`config.mk`:
```
export PLATFORM = sky130hd
export DESIGN_NAME = fetch_fence_seq
export DESIGN_NICKNAME = d
export VERILOG_FILES = /design/src/rtl/fetch_fence_pkg.sv /design/src/rtl/fence_stage_pipe.sv /design/src/rtl/fence_done_flag.sv /design/src/rtl/fence_redirect_sel.sv /design/src/rtl/fetch_fence_seq.sv
export SDC_FILE = /design/constraint.sdc
export NUM_CORES = 1
export LEC_CHECK = 0
export ABC_CLOCK_PERIOD_IN_PS = 2150
export BUFFER_PORTS_ARGS = -buffer_cell sky130_fd_sc_hd__buf_2
export CELL_PAD_IN_SITES_DETAIL_PLACEMENT = 2
export CELL_PAD_IN_SITES_GLOBAL_PLACEMENT = 2
export CORE_ASPECT_RATIO = 1.25
export CORE_UTILIZATION = 33
export DETAILED_ROUTE_END_ITERATION = 10
export PLACE_DENSITY = 0.77
export SLEW_MARGIN = 20
export SYNTH_ARGS = -nofsm -noshare
export SYNTH_HDL_FRONTEND = slang
export SYNTH_SLANG_ARGS = --single-unit
```
`constraint.sdc`:
```
create_clock -name clk -period 2.15 [get_ports clk]
set_input_delay 0.3225 -clock clk [delete_from_list [all_inputs] [get_ports clk]]
set_output_delay 0.3225 -clock clk [all_outputs]
set_load 0.005 [all_outputs]
```
`src/rtl/fetch_fence_pkg.sv`:
```
package fetch_fence_pkg;

  typedef struct packed {
    logic valid;
    logic memop;
    logic has_addr;
  } stage_ctl_t;

  typedef enum logic [1:0] {
    SRC_NONE      = 2'd0,
    SRC_WB_REPLAY = 2'd1,
    SRC_MEM_FENCE = 2'd2,
    SRC_MEM_JUMP  = 2'd3
  } redirect_src_e;

endpackage

```
`src/rtl/fence_stage_pipe.sv`:
```
module fence_stage_pipe
  import fetch_fence_pkg::*;
#(
  parameter int AW = 32
) (
  input  logic          clk,
  input  logic          rst,
  input  logic          id_fence,
  input  logic          id_has_addr,
  input  logic [AW-1:0] id_pc,
  input  logic [AW-1:0] id_operand,
  input  logic          done,
  input  logic          kill_wb,
  input  logic          kill_mem,
  output stage_ctl_t    mem_ctl,
  output logic [AW-1:0] mem_pc,
  output logic [AW-1:0] mem_op,
  output stage_ctl_t    wb_ctl,
  output logic [AW-1:0] wb_pc
);
  localparam int NST = 3;
  localparam int MEM_IDX = 1;
  localparam int WB_IDX = 2;

  stage_ctl_t    ctl_q [NST];
  logic [AW-1:0] pc_q  [NST];
  logic [AW-1:0] op_q  [NST];

  stage_ctl_t id_ctl;
  always_comb begin
    id_ctl.valid    = id_fence;
    id_ctl.memop    = !done;
    id_ctl.has_addr = id_has_addr;
  end

  for (genvar i = 0; i < NST; i++) begin : g_stage
    stage_ctl_t    ctl_in;
    logic [AW-1:0] pc_in;
    logic [AW-1:0] op_in;
    logic          squash;

    if (i == 0) begin : g_head
      assign ctl_in = id_ctl;
      assign pc_in  = id_pc;
      assign op_in  = id_operand;
    end else begin : g_body
      assign ctl_in = ctl_q[i-1];
      assign pc_in  = pc_q[i-1];
      assign op_in  = op_q[i-1];
    end

    if (i <= MEM_IDX) begin : g_young
      assign squash = kill_wb || kill_mem;
    end else begin : g_old
      assign squash = kill_wb;
    end

    always_ff @(posedge clk) begin
      if (rst) begin
        ctl_q[i] <= '0;
        pc_q[i]  <= '0;
        op_q[i]  <= '0;
      end else begin
        ctl_q[i].valid    <= ctl_in.valid && !squash;
        ctl_q[i].memop    <= ctl_in.memop;
        ctl_q[i].has_addr <= ctl_in.has_addr;
        pc_q[i]           <= pc_in;
        op_q[i]           <= op_in;
      end
    end
  end

  assign mem_ctl = ctl_q[MEM_IDX];
  assign mem_pc  = pc_q[MEM_IDX];
  assign mem_op  = op_q[MEM_IDX];
  assign wb_ctl  = ctl_q[WB_IDX];
  assign wb_pc   = pc_q[WB_IDX];
endmodule

```
`src/rtl/fence_done_flag.sv`:
```
module fence_done_flag (
  input  logic clk,
  input  logic rst,
  input  logic set,
  input  logic clear,
  output logic done
);
  always_ff @(posedge clk) begin
    if (rst)        done <= 1'b0;
    else if (set)   done <= 1'b1;
    else if (clear) done <= 1'b0;
  end
endmodule

```
`src/rtl/fence_redirect_sel.sv`:
```
module fence_redirect_sel
  import fetch_fence_pkg::*;
#(
  parameter int AW          = 32,
  parameter bit HALFWORD_OK = 1'b0,
  parameter int INSN_BYTES  = 4
) (
  input  stage_ctl_t    mem_ctl,
  input  logic [AW-1:0] mem_pc,
  input  logic [AW-1:0] mem_op,
  input  stage_ctl_t    wb_ctl,
  input  logic [AW-1:0] wb_pc,
  input  logic          wb_xcpt,
  input  logic          mem_jump,
  input  logic [AW-1:0] mem_jump_addr,
  output logic          redirect_valid,
  output logic [AW-1:0] redirect_target,
  output logic          redirect_misaligned,
  output logic          replay,
  output logic          strobe,
  output logic          strobe_by_addr,
  output logic          kill_wb,
  output logic          kill_mem
);
  localparam logic [AW-1:0] STEP = AW'(INSN_BYTES);
  localparam logic [AW-1:0] LSB_CLEAR = ~AW'(1);

  redirect_src_e src;
  logic          wb_replay;
  logic          mem_live;
  logic [AW-1:0] indirect_addr;
  logic          mem_fence_redir;

  always_comb begin
    wb_replay       = wb_ctl.valid && wb_ctl.memop && !wb_xcpt;
    kill_wb         = wb_replay || wb_xcpt;
    mem_live        = mem_ctl.valid && !kill_wb;
    replay          = mem_live && mem_ctl.memop;
    mem_fence_redir = mem_live && (!mem_ctl.memop || mem_ctl.has_addr);
    indirect_addr   = (mem_ctl.valid ? mem_op : mem_jump_addr) & LSB_CLEAR;

    if (wb_replay)                               src = SRC_WB_REPLAY;
    else if (mem_fence_redir)                    src = SRC_MEM_FENCE;
    else if (mem_jump && !kill_wb && !mem_ctl.valid) src = SRC_MEM_JUMP;
    else                                         src = SRC_NONE;

    redirect_valid      = (src != SRC_NONE);
    redirect_misaligned = 1'b0;
    unique case (src)
      SRC_WB_REPLAY: redirect_target = wb_pc;
      SRC_MEM_FENCE: redirect_target = mem_ctl.memop ? indirect_addr : mem_pc + STEP;
      SRC_MEM_JUMP: begin
        redirect_target     = indirect_addr;
        redirect_misaligned = !HALFWORD_OK && indirect_addr[1];
      end
      default:       redirect_target = '0;
    endcase

    kill_mem       = replay || redirect_valid;
    strobe         = wb_replay;
    strobe_by_addr = wb_replay && wb_ctl.has_addr;
  end
endmodule

```
`src/rtl/fetch_fence_seq.sv`:
```
module fetch_fence_seq
  import fetch_fence_pkg::*;
#(
  parameter int AW          = 32,
  parameter bit HALFWORD_OK = 1'b0
) (
  input  logic          clk,
  input  logic          rst,
  input  logic          id_fence,
  input  logic          id_has_addr,
  input  logic [AW-1:0] id_pc,
  input  logic [AW-1:0] id_operand,
  input  logic          mem_jump,
  input  logic [AW-1:0] mem_jump_addr,
  input  logic          wb_retire,
  input  logic          wb_xcpt,
  output logic          redirect_valid,
  output logic [AW-1:0] redirect_target,
  output logic          redirect_misaligned,
  output logic          replay,
  output logic          itlb_fence,
  output logic          itlb_fence_by_addr
);
  stage_ctl_t    mem_ctl, wb_ctl;
  logic [AW-1:0] mem_pc, mem_op, wb_pc;
  logic          done, kill_wb, kill_mem;
  logic          fence_retires;

  fence_stage_pipe #(.AW(AW)) u_pipe (
    .clk        (clk),
    .rst        (rst),
    .id_fence   (id_fence),
    .id_has_addr(id_has_addr),
    .id_pc      (id_pc),
    .id_operand (id_operand),
    .done       (done),
    .kill_wb    (kill_wb),
    .kill_mem   (kill_mem),
    .mem_ctl    (mem_ctl),
    .mem_pc     (mem_pc),
    .mem_op     (mem_op),
    .wb_ctl     (wb_ctl),
    .wb_pc      (wb_pc)
  );

  fence_redirect_sel #(.AW(AW), .HALFWORD_OK(HALFWORD_OK)) u_sel (
    .mem_ctl            (mem_ctl),
    .mem_pc             (mem_pc),
    .mem_op             (mem_op),
    .wb_ctl             (wb_ctl),
    .wb_pc              (wb_pc),
    .wb_xcpt            (wb_xcpt),
    .mem_jump           (mem_jump),
    .mem_jump_addr      (mem_jump_addr),
    .redirect_valid     (redirect_valid),
    .redirect_target    (redirect_target),
    .redirect_misaligned(redirect_misaligned),
    .replay             (replay),
    .strobe             (itlb_fence),
    .strobe_by_addr     (itlb_fence_by_addr),
    .kill_wb            (kill_wb),
    .kill_mem           (kill_mem)
  );

  assign fence_retires = wb_ctl.valid && !wb_ctl.memop && !wb_xcpt;

  fence_done_flag u_done (
    .clk  (clk),
    .rst  (rst),
    .set  (itlb_fence),
    .clear(wb_retire || wb_xcpt || fence_retires),
    .done (done)
  );
endmodule

```
After elaboration in Yosys (flattened, before gate mapping)

Memories as Yosys holds them, arrays and structs flattened.
Index checks and enable logic that the tools add are counted.

Memories: 3
Register bits after elaboration: 1
Bits of input ports: 103
Word-level logic and storage cells: 77
Output and inout port bits: 37
Memory bits (writable): 201

Memory list:

| name         | depth | bits a word | rd ports | clocked after memory_dff | wr ports | line                   | source |
|---|---|---|---|---|---|---|---|
| u_pipe.op_q  | 3     | 32          | 2        | 0                        | 3        | fence_stage_pipe.sv:27 | `logic [AW-1:0] op_q [NST];` |
| u_pipe.pc_q  | 3     | 32          | 3        | 0                        | 3        | fence_stage_pipe.sv:26 | `logic [AW-1:0] pc_q [NST];` |
| u_pipe.ctl_q | 3     | 3           | 3        | 0                        | 3        | fence_stage_pipe.sv:25 | `stage_ctl_t ctl_q [NST];` |

$add $sub $neg: 1
Reduce and logical (&&, ||, !) cells: 27
Eq/ne operators: 3
Mux-type cells: 27
Bitwise logic cells: 15

Operators by type and width:

| kind                    | count |
|---|---|
| $mux W32                | 8 |
| $pmux W32 S3            | 1 |
| $add A32 B3 Y32 const B | 1 |
| $mux W1                 | 15 |
| $or A1 B1 Y1            | 15 |
| $logic_and A1 B1 Y1     | 12 |
| $logic_not A1 Y1        | 7 |
| $logic_or A1 B1 Y1      | 6 |
| $mux W2                 | 3 |
| $eq A2 B2 Y1 const B    | 2 |
| $reduce_bool A2 Y1      | 2 |
| $eq A2 B1 Y1 const B    | 1 |

Logic depth before layout (Yosys ltp)

Gate-level depths: netlist of the first run.
An unclocked memory read counts as a cell.

Word-level depth: 16
Depth in mapped cells: 6
Mapped depth without buffers: 6

Cells and area by module

A second synthesis of the first run with hierarchy kept.

Cell total of the unflattened synthesis: 594
Area, all modules: 6135.9 sq um

By module, submodules not included:

| module             | cells an instance | sequential area each (sq um) | instances | area each (sq um) |
|---|---|---|---|---|
| fence_stage_pipe   | 356               | 3383.2                       | 1         | 4530.6 |
| fence_redirect_sel | 231               | 0.0                          | 1         | 1554.0 |
| fence_done_flag    | 4                 | 20.0                         | 1         | 38.8 |
| fetch_fence_seq    | 3                 | 0.0                          | 1         | 12.5 |

Least setup slack after synthesis of the first run

No wires, ideal clock.

Path type: register to output
Start point: mem u_pipe.pc_q[1][2]
End point: out redirect_target[30]
Arrival: 1.469 ns
Slack: 0.359 ns
Stages on the path, launching flop included: 7
Path buffers: 0
Required time: 1.827 ns
Cells stage by stage: dfxtp_1 ha_1 nand3_1 nor3_1 nand4_1 xor2_1 o21ai_1

RTL lines:

| what        | line                   | source |
|---|---|---|
| from (decl) | fence_stage_pipe.sv:26 |  |
| to (decl)   | fetch_fence_seq.sv:18  | `output logic [AW-1:0] redirect_target,` |

==> results.tsv, run 1 <==
metric	value	unit
critical_path_required	1.83	ns
avgViaCountPerCell	4.90	
synth_area_leaders	dfxtp_1 57%, nor2b_1 17%, xor2_1 3.6%, a222oi_1 2.2%, nand2_1 2.1%	
rows	54	
postLayoutCoreUtil	47.4	%
grt_first_pass_wirelength	31900	um
worstSetupPathType	reg -> out	
critPathCaptureType	output port	
p_total	0.00686	W
wl	21800	um
fin_skew	0.00815	ns
synthCells	573	
cts_made_buffers	17	
h-tree-depth	4	
synthArstFlopShare	0	%
grt_pass1_vias	5428	
final_nets	857	
die-area	0.0183	mm2
cap_violations	0	
slew_viol_final	0	
violations	setup timing	
postCtsHoldBufs	0	
synth_top_area_share	57.4	%
synth_most_common_cell	dfxtp_1	
post-dp-hpwl	12400	um
dr_total_vias	4857	
whs	0.112	ns
synth_nets	677	
critPathLaunchType	flip-flop	
p_leak	3.39	nW
clk_pin_slew	0.07	ns
grt_max_degree	79	
die_h	151	um
synth.cell_area	0.00586	mm2
overflow	0	
outcome	finished, violations left	
gp_congestion	0.757	
drt_first_iter_violations	231	
clockRootBuffer	clkbuf_16	
tightest_slew	0.471	ns
synth_ff_type	dfxtp_1	
ys_seq_area_share	57.4	%
synth_edf_count	0	
clkLatencyLatePin	0.42	ns
core-area	0.0174	mm2
worst_slack	-0.329	ns
synth_area_per_cell	10.2	um2
rsz0062_at_grt	true	
finalHoldViolCount	0	
syn_to_final_growth	41.2	%
synth_seq_cells	168	
yosys_warnings	0	
powerDensity	830	mW/mm2
slew_headroom	68.6	%
wire_per_inst	22.0	um
start_util	33.6	%
yosysTopAreaCell	dfxtp_1	
grt_usage	23.8	%
design_area	0.00827	mm2
tritoncts	done	
postRouteAntennaNets	0	
finalCritPeriodShare	115	%
drive_gt1_share	40.2	%
dr.pass1.iters	6	
cts_buffer_depth	2	
min_period	2.48	ns
drcViolationCount	0	
fmax	403	MHz
num_io_pins	140	
crit_fanout	7	
synth_cell_type_count	41	
die-width	121	um
hold_class	in -> reg	
setup_viol	28	
placed_area	0.00700	mm2
synth_common_cells	168 x dfxtp_1, 162 x nor2b_1, 33 x nand2_1, 28 x clkbuf_1, 24 x xor2_1	
arrival	2.16	ns
portBuffers	137	
antenna_found_initial	0	
ir_worst_vdd	0.000596	V
clock_sinks	168	
[critical path, stage by stage (launching register included)]
cell      delay, ns
dfxtp_4        0.35
a21oi_4        0.21
nand2_2        0.10
buf_4          0.15
or2_4          0.31
buf_6          0.14
o211ai_1       0.28
buf_2          0.18
[cells in the final DEF, fill, tap and decap left out, types with 7 or more instances in the layout]
cell type and count:
buf_6 18, o211ai_1 7, clkbuf_16 18, xor2_1 22, dfxtp_4 14, dfxtp_1 142
nand4_1 8, o21ai_1 15, nor2_1 15, a22oi_2 7, buf_4 32, buf_2 135
nor2b_1 162, nand3_1 7, dfxtp_2 12, nand2_1 28, a222oi_1 13, mux2i_1 7
[power by group]
group / total (W) / internal [W] / switching [W]
sequential: 0.00331 / 0.00324 / 0.0000744
combinational: 0.000476 / 0.000238 / 0.000238
clock: 0.00307 / 0.00181 / 0.00126
[layout make-up]
cell class,count,area (um2)
multi-input cells,370,2680
clock buffers,22,474
fillers,1803,9160
inverters,4,15.0
clock inverters,10,120
well taps,224,280
repair buffers,192,1260
diodes,1,2.50
flip-flops and latches,168,3430
[routing by layer]
metal	up-vias	track usage (%)	wire, um
met5	-	0	0
met4	0	12.2	507
met3	37	4.56	791
met2	144	43.9	12100
met1	2403	25.7	8400
li1	2273	-	-
[metrics by stage]
stage	worst slack (ns)	std cells	TNS (ns)
detailed placement	-0.0902	933	-0.189
global placement	0.00766	933	0
CTS	-0.219	984	-3.94
global route	-0.396	990	-7.35
finish	-0.329	991	-5.19
floorplan	0.359	573	0
[logic make-up (layout without fill, tap and decap cells)]
family                   count (synthesis)  count (layout)  share of synthesized area [%]
AND/OR/NAND/NOR                        263             263                           26.1
buffers and inverters                   35             228                           2.31
flip-flops                             168             168                           57.4
multiplexers                             8               8                           1.39
adder cells (fa/ha/maj)                  1               1                          0.214
XOR/XNOR                                28              28                           4.19
other                                    0               1                              0
AO/OA/AOI/OAI                           70              70                           8.40
[state kept, by name, summed over array words and instances, names as in the netlist]
name          flops
u_pipe.op_q      62
u_pipe.ctl_q      9
u_pipe.pc_q      96
u_done.done       1
[path summary, 6_finish.rpt]
check                      from             endpoint  slack, ns  depth (start not counted)
max          u_pipe.ctl_q[2][1]  redirect_target[18]      -0.33                          7
min              id_operand[26]   u_pipe.op_q[0][26]       0.11                          2
max reg2reg  u_pipe.ctl_q[2][1]   u_pipe.ctl_q[1][2]       0.80                          5
min reg2reg  u_pipe.pc_q[0][26]   u_pipe.pc_q[1][26]       0.43                          1
[what timing repair did]
action,in CTS,in global routing
resized for setup,94,47
gates cloned,2,1
setup endpoints to repair,33,34
setup buffers,17,7
pin swaps,30,28
(Power assumes the default switching activity.)
==> inputs of run 2 (changes only) <==
--- a/config.mk
+++ b/config.mk
@@ -5,12 +5,13 @@
 export SDC_FILE = /design/constraint.sdc
 export NUM_CORES = 1
 export LEC_CHECK = 0
+export ABC_AREA = 1
 export ABC_CLOCK_PERIOD_IN_PS = 2150
 export BUFFER_PORTS_ARGS = -buffer_cell sky130_fd_sc_hd__buf_2
 export CELL_PAD_IN_SITES_DETAIL_PLACEMENT = 2
 export CELL_PAD_IN_SITES_GLOBAL_PLACEMENT = 2
 export CORE_ASPECT_RATIO = 1.25
-export CORE_UTILIZATION = 33
+export CORE_UTILIZATION = 30
 export DETAILED_ROUTE_END_ITERATION = 10
 export PLACE_DENSITY = 0.77
 export SLEW_MARGIN = 20
==> results.tsv, run 2 <==
metric	value	unit	change
busiest_layer	met2		
min-delay-start	id_pc[26]		
tightest_slew	0.352	ns	-0.120 ns
grtUsageMet2	34.0	%	-9.9 points
top_regs	u_pipe.pc_q x96, u_pipe.op_q x62, u_pipe.ctl_q x9		
crit_chain	ha_4 > nand2_4 > nor2_4 > nand2_4 > nor2_4 > nand2_1 > nand2_1 > nand3_2 > nand2_1 > nand2_1 > buf_2		
hold_end	u_pipe.pc_q[0][26]		
arrival	2.00	ns	-0.16 ns
synthCells	947		+65%
critPathLaunchType	flip-flop		
die-width	136	um	+12%
swShare	23.9	%	+0.90 points
wire_per_inst	15.6	um	-29%
post-dp-hpwl	15300	um	+23%
synth_area_leaders	dfxtp_1 50%, nor2_1 11%, nand2_1 10%, inv_1 10%, nand3_1 5.2%		
synth_area_per_cell	7.13	um2	-30%
internal-power	0.00540	W	+2.2%
critical_path_required	1.83	ns	about the same
whs	0.0822	ns	-0.0300 ns
dr.pass1.iters	5		-1
finalHoldViolCount	0		unchanged
largest_reg_flops	96		unchanged
crit_path_frequent_cell	nand2_1		
grt_pass1_vias	6597		+22%
ys_seq_area_share	49.8	%	-7.6 points
drcViolationCount	0		unchanged
cts_made_buffers	17		unchanged
n_antenna_cell	0		-1
p_leak	4.38	nW	+29%
min_period	2.32	ns	-0.156 ns
fmax	431	MHz	+6.7%
synth.cell_area	0.00675	mm2	+15%
hold_depth	3		+1
cap_violations	0		unchanged
cts_buffer_depth	2		unchanged
p_switching	0.00169	W	+7.5%
rsz0062_at_grt	true		
powerDensity	807	mW/mm2	-2.7%
die_h	170	um	+12%
postCtsHoldBufs	0		unchanged
final_nets	1197		+40%
core-area	0.0221	mm2	+27%
setup_viol	21		-25%
dr_total_vias	6203		+28%
clockRootBuffer	clkbuf_16		
yosys_warnings	0		unchanged
rr_worst_depth	6		+1
violations	setup timing		
synth_cell_type_count	29		-29%
worstSetupPathType	reg -> out		
gp_congestion	0.797		+5.2%
slew_headroom	76.6	%	+8.0 points
wl	21700	um	-0.71%
synth_ff_type	dfxtp_1		
final_common_cell	nor2_1		
start_util	30.5	%	-3.1 points
postRouteAntennaNets	0		unchanged
portBuffers	137		unchanged
tritoncts	done		
p_seq_share	46.7	%	-1.6 points
outcome	finished, violations left		
rows	61		+13%
synth_seq_cells	168		unchanged
use_met3	3.58	%	-0.97 points
die-area	0.0231	mm2	+26%
reg2reg_slack	0.76	ns	-0.04 ns
avgViaCountPerCell	4.47		-8.9%
crit_fanout	6		-1
worst_slack	-0.172	ns	+0.156 ns
yosysTopAreaCell	dfxtp_1		
num_io_pins	140		unchanged
clock_sinks	168		unchanged
grt_usage	19.3	%	-4.5 points
syn_to_final_growth	30.3	%	
p_comb_share	7.2	%	+0.3 points
r2r-end	u_pipe.ctl_q[0][2]		
grt_max_degree	69		-13%
synth_edf_count	0		unchanged
layout_common_cells	191 x nor2_1, 178 x inv_1, 163 x nand2_1		
critPathCaptureType	output port		
met1_usage	23.6	%	-2.2 points
clkLatencyLatePin	0.44	ns	+0.02 ns
synthArstFlopShare	0	%	unchanged
clkPwrFrac	46.1	%	+1.3 points
synth_common_cells	202 x nor2_1, 182 x nand2_1, 180 x inv_1, 168 x dfxtp_1, 70 x nand3_1		
synth_most_common_cell	nor2_1		
timing.rr.start	u_pipe.ctl_q[1][1]		
ir_worst_vdd	0.000567	V	-4.9%
overflow	0		unchanged
fin_skew	0.0141	ns	+0.00593 ns
finalCritPeriodShare	108	%	-7.3 points
clk_pin_slew	0.07	ns	about the same
hold_class	in -> reg		
synth_nets	1051		+55%
slew_viol_final	0		unchanged
pre_cts_ws	0.146	ns	+0.236 ns
slowest_stage	dfxtp_2		
drt_first_iter_violations	213		-7.8%
max_stage_delay	0.36	ns	about the same
drive_gt1_share	27.0	%	-13 points
h-tree-depth	4		unchanged
grt_first_pass_wirelength	34100	um	+6.9%
antenna_found_initial	0		unchanged
top_register	u_pipe.pc_q		
synth_top_area_share	49.8	%	-7.6 points
==> run 2: changes by cell type after synthesis, moves of 26 or more <==
cell	previous run	this run
nand2_1	33	182
inv_1	4	180
nor2_1	22	202
nand3_1	17	70
nor2b_1	162	0
a21oi_1	6	32
==> run 2: layout make-up <==
type	count	area (um2)
multi-input cells	556	2740
flip-flops and latches	168	3390
repair buffers	166	980
inverters	184	701
fillers	2614	13300
clock inverters	11	160
well taps	283	354
clock buffers	21	470
==> run 2: worst max-delay path: cells and delay by family, from the launching register on <==
| kind | cells | cell delay (ns) |
|---|---|---|
| simple gates | 9 | 0.90 |
| flops | 1 | 0.36 |
| fa+ha+maj | 1 | 0.17 |
| buf+inv | 1 | 0.13 |
==> run 2: logic make-up (layout without fill, tap and decap cells) <==
kind of cell / count (synthesis) / in the layout / synth area share (%)
AND/OR/NAND/NOR: 480 / 480 / 30.3
AO/OA/AOI/OAI: 71 / 71 / 6.23
buffers and inverters: 223 / 382 / 13.0
XOR/XNOR: 4 / 4 / 0.519
adder cells (fa/ha/maj): 1 / 1 / 0.185
flip-flops: 168 / 168 / 49.8
==> run 2: worst max path at each step <==
stage	from	to	slack [ns]	depth (start not counted)
global route	u_pipe.pc_q[1][3]	redirect_target[22]	-0.27	11
global placement	u_pipe.pc_q[1][3]	redirect_target[28]	0.19	11
detailed placement	u_pipe.pc_q[1][3]	redirect_target[28]	0.15	11
finish	u_pipe.pc_q[1][3]	redirect_target[28]	-0.17	11
CTS	u_pipe.pc_q[1][3]	redirect_target[28]	-0.20	11
floorplan	u_pipe.pc_q[1][3]	redirect_target[12]	0.57	8
==> run 2: per-stage QoR <==
step / instance area (um2) / util (%) / instances / total power (W) / TNS [ns]
final: 8800 / 39.7 / 1389 / 0.00710 / -2.13
after global routing: 8800 / 39.7 / 1389 / 0.00736 / -4.64
after CTS: 8580 / 38.8 / 1385 / 0.00716 / -2.31
after detailed placement: 7770 / 35.1 / 1345 / 0.00386 / 0
after global placement: 7770 / 35.1 / 1345 / 0.00385 / 0
after floorplan: 6750 / - / 947 / 0.00362 / 0
==> run 2: power groups by stage <==
| stage | logic, W | registers [W] | clock network [W] |
|---|---|---|---|
| after CTS | 0.000506 | 0.00331 | 0.00335 |
| after detailed placement | 0.000488 | 0.00338 | 0 |
| final | 0.000509 | 0.00331 | 0.00327 |
| after global placement | 0.000476 | 0.00337 | 0 |
| after global routing | 0.000582 | 0.00332 | 0.00346 |
| after floorplan | 0.000272 | 0.00335 | 0 |
==> run 2: per-layer routing <==
layer / vias to the layer above / wire, um
met5: - / 0
met4: 0 / 332
met3: 23 / 660
met2: 115 / 10800
met1: 2956 / 9840
li1: 3109 / -
==> run 2: what timing repair did <==
item                       4_1_cts  5_1_grt
buffers inserted                 8        4
setup endpoints to repair       29       30
cloned                           0        0
gates resized for setup         47       59
pin swaps                       16       34
==> inputs of run 3 (changes only) <==
--- a/config.mk
+++ b/config.mk
@@ -17,4 +17,5 @@
 export SLEW_MARGIN = 20
 export SYNTH_ARGS = -nofsm -noshare
 export SYNTH_HDL_FRONTEND = slang
+export SYNTH_HIERARCHICAL = 1
 export SYNTH_SLANG_ARGS = --single-unit
==> results.tsv, run 3 <==
metric	value	unit	change
slew_viol_final	0		unchanged
multi_input_area	0.00296	mm2	+8.0%
place_inst	1389		+3.3%
fmax	417	MHz	-3.3%
drcViolationCount	10		+10
finalCritPeriodShare	112	%	+3.6 points
finalHoldViolCount	0		unchanged
syn_to_final_growth	36.1	%	
synth_area_per_cell	7.08	um2	-0.75%
min-delay-start	id_operand[9]		
clkLatencyLatePin	0.44	ns	about the same
postRouteAntennaNets	0		unchanged
arrival	2.08	ns	+0.08 ns
grt_usage	20.4	%	+1.1 points
internal-power	0.00542	W	+0.35%
fin_skew	0.00500	ns	-0.00908 ns
seqCellArea	0.00343	mm2	+1.0%
slew_headroom	71.7	%	-4.9 points
synth.cell_area	0.00698	mm2	+3.3%
powerDensity	765	mW/mm2	-5.2%
die-width	138	um	+1.6%
cts_buffer_depth	2		unchanged
postCtsHoldBufs	0		unchanged
wl	25000	um	+15%
placed_area	0.00792	mm2	+1.8%
dr_total_vias	6654		+7.3%
clk_pin_slew	0.07	ns	about the same
setup_viol	28		+33%
n_fill_cell	2630		+0.61%
gp_congestion	0.762		-4.4%
die-area	0.0239	mm2	+3.3%
worstSetupPathType	reg -> out		
antenna_found_initial	1		+1
clkPwrFrac	46.2	%	about the same
critical_path_required	1.83	ns	about the same
crit_fanout	4		-2
dr.pass1.iters	7		+2
synth_nets	1090		+3.7%
swShare	25.4	%	+1.5 points
worst_slack	-0.251	ns	-0.0782 ns
startpoint	u_pipe/pc_q[1][2]		
drive_gt1_share	30.6	%	+3.6 points
yosys_warnings	6		+6
grt_max_degree	68		-1.4%
final_common_cell	inv_1		
num_io_pins	140		unchanged
p_comb_share	8.2	%	+1.0 points
design_area	0.00950	mm2	+8.0%
start_util	30.5	%	about the same
violations	DRC, setup timing		
rows	62		+1.6%
die_h	173	um	+1.6%
top_register	u_pipe/pc_q		
rsz0062_at_grt	true		
drt_first_iter_violations	191		-10%
clockRootBuffer	clkbuf_16		
timing.rr.start	u_pipe/ctl_q[1][1]		
cap_violations	0		unchanged
critPathCaptureType	output port		
wire_per_inst	17.2	um	+10%
layout_common_cells	203 x inv_1, 196 x nor2_1, 176 x nand2_1		
clock_sinks	168		unchanged
grt_first_pass_wirelength	37300	um	+9.2%
p_leak	4.72	nW	+7.7%
cts_made_buffers	17		unchanged
largest_reg_flops	96		unchanged
ir_worst_vdd	0.000472	V	-17%
core-area	0.0229	mm2	+3.4%
min_period	2.40	ns	+0.0782 ns
h-tree-depth	4		unchanged
portBuffers	137		unchanged
overflow	0		unchanged
final_cell_count_no_fill	1451		+4.5%
avgViaCountPerCell	4.59		+2.7%
outcome	finished, violations left		
p_switching	0.00184	W	+8.7%
grt_pass1_vias	7215		+9.4%
hold_class	in -> reg		
critPathLaunchType	flip-flop		
top_regs	u_pipe/pc_q x96, u_pipe/op_q x62, u_pipe/ctl_q x9		
tightest_slew	0.425	ns	+0.0733 ns
post-dp-hpwl	15600	um	+2.0%
tritoncts	done		
final_nets	1253		+4.7%
synthCells	986		+4.1%
p_seq_share	45.6	%	-1.1 points
run 3: cell count changes in the layout (fill, tap and decap cells not counted), sizes merged, moves of 4 or more:
cell	delta
nor2	+18
nand3b	+6
buf	+14
clkinv	+4
nand2	+17
inv	+26
a21oi	-10
nand3	-26
run 3: path summary, 6_finish.rpt:
| check | end | slack (ns) | cells after the start |
|---|---|---|---|
| worst min register to register | u_pipe/pc_q[1][19] | 0.39 | 2 |
| worst max register to register | u_pipe/ctl_q[1][2] | 0.61 | 10 |
| worst max-delay path | redirect_target[18] | -0.25 | 10 |
| worst min-delay path | u_pipe/op_q[0][9] | 0.08 | 3 |
run 3: final cells by class:
| cell class | instances | share of cell area, % |
|---|---|---|
| tap | 288 | 3.79 |
| multi-input combinational | 568 | 31.1 |
| sequential | 168 | 36.1 |
| inverter | 212 | 8.59 |
| clock inverter | 13 | 1.96 |
| clock buffer | 19 | 4.77 |
| timing repair buffer | 182 | 13.6 |
| antenna | 1 | 0.0263 |
run 3: through the flow:
step	hold WS (ns)	power [W]	TNS, ns	setup WS (ns)	utilization, %
after floorplan	0.385	0.00365	0	0.560	-
after global placement	0.392	0.00386	0	0.128	34.6
after detailed placement	0.398	0.00389	0	0.0520	34.6
after CTS	0.0657	0.00728	-3.21	-0.214	39.7
after global routing	0.0703	0.00754	-7.18	-0.360	41.5
final	0.0798	0.00726	-3.89	-0.251	41.5
run 3: routing by layer:
layer	track usage [%]	vias to the layer above	routed length (um)
li1	-	3209	-
met1	20.8	3267	9530
met2	39.4	128	13800
met3	3.45	50	704
met4	10.0	0	893
met5	0	-	0
run 3: worst max-delay path: stages, from the launching register on:
cell and delay (ns):
dfxtp_4 0.38, ha_4 0.16, nand2_4 0.06, nor2_4 0.21, nand2_4 0.11, nor2_4 0.17, buf_4 0.13, xor2_1 0.14
nand2_1 0.08, nand3_2 0.08, buf_2 0.11
run 3: power by group through the flow:
stage	registers, W	logic [W]	clock network, W
2_1_floorplan	0.00336	0.000298	0
3_3_place_gp	0.00338	0.000487	0
3_5_place_dp	0.00338	0.000505	0
4_1_cts	0.00332	0.000554	0.00341
5_1_grt	0.00332	0.000662	0.00355
6_report	0.00331	0.000593	0.00336
run 3: timing repair:
item,4_1_cts,5_1_grt
cloned,2,2
gates resized for setup,97,82
buffers inserted,16,9
pin swaps,23,39
setup endpoints to repair,33,32
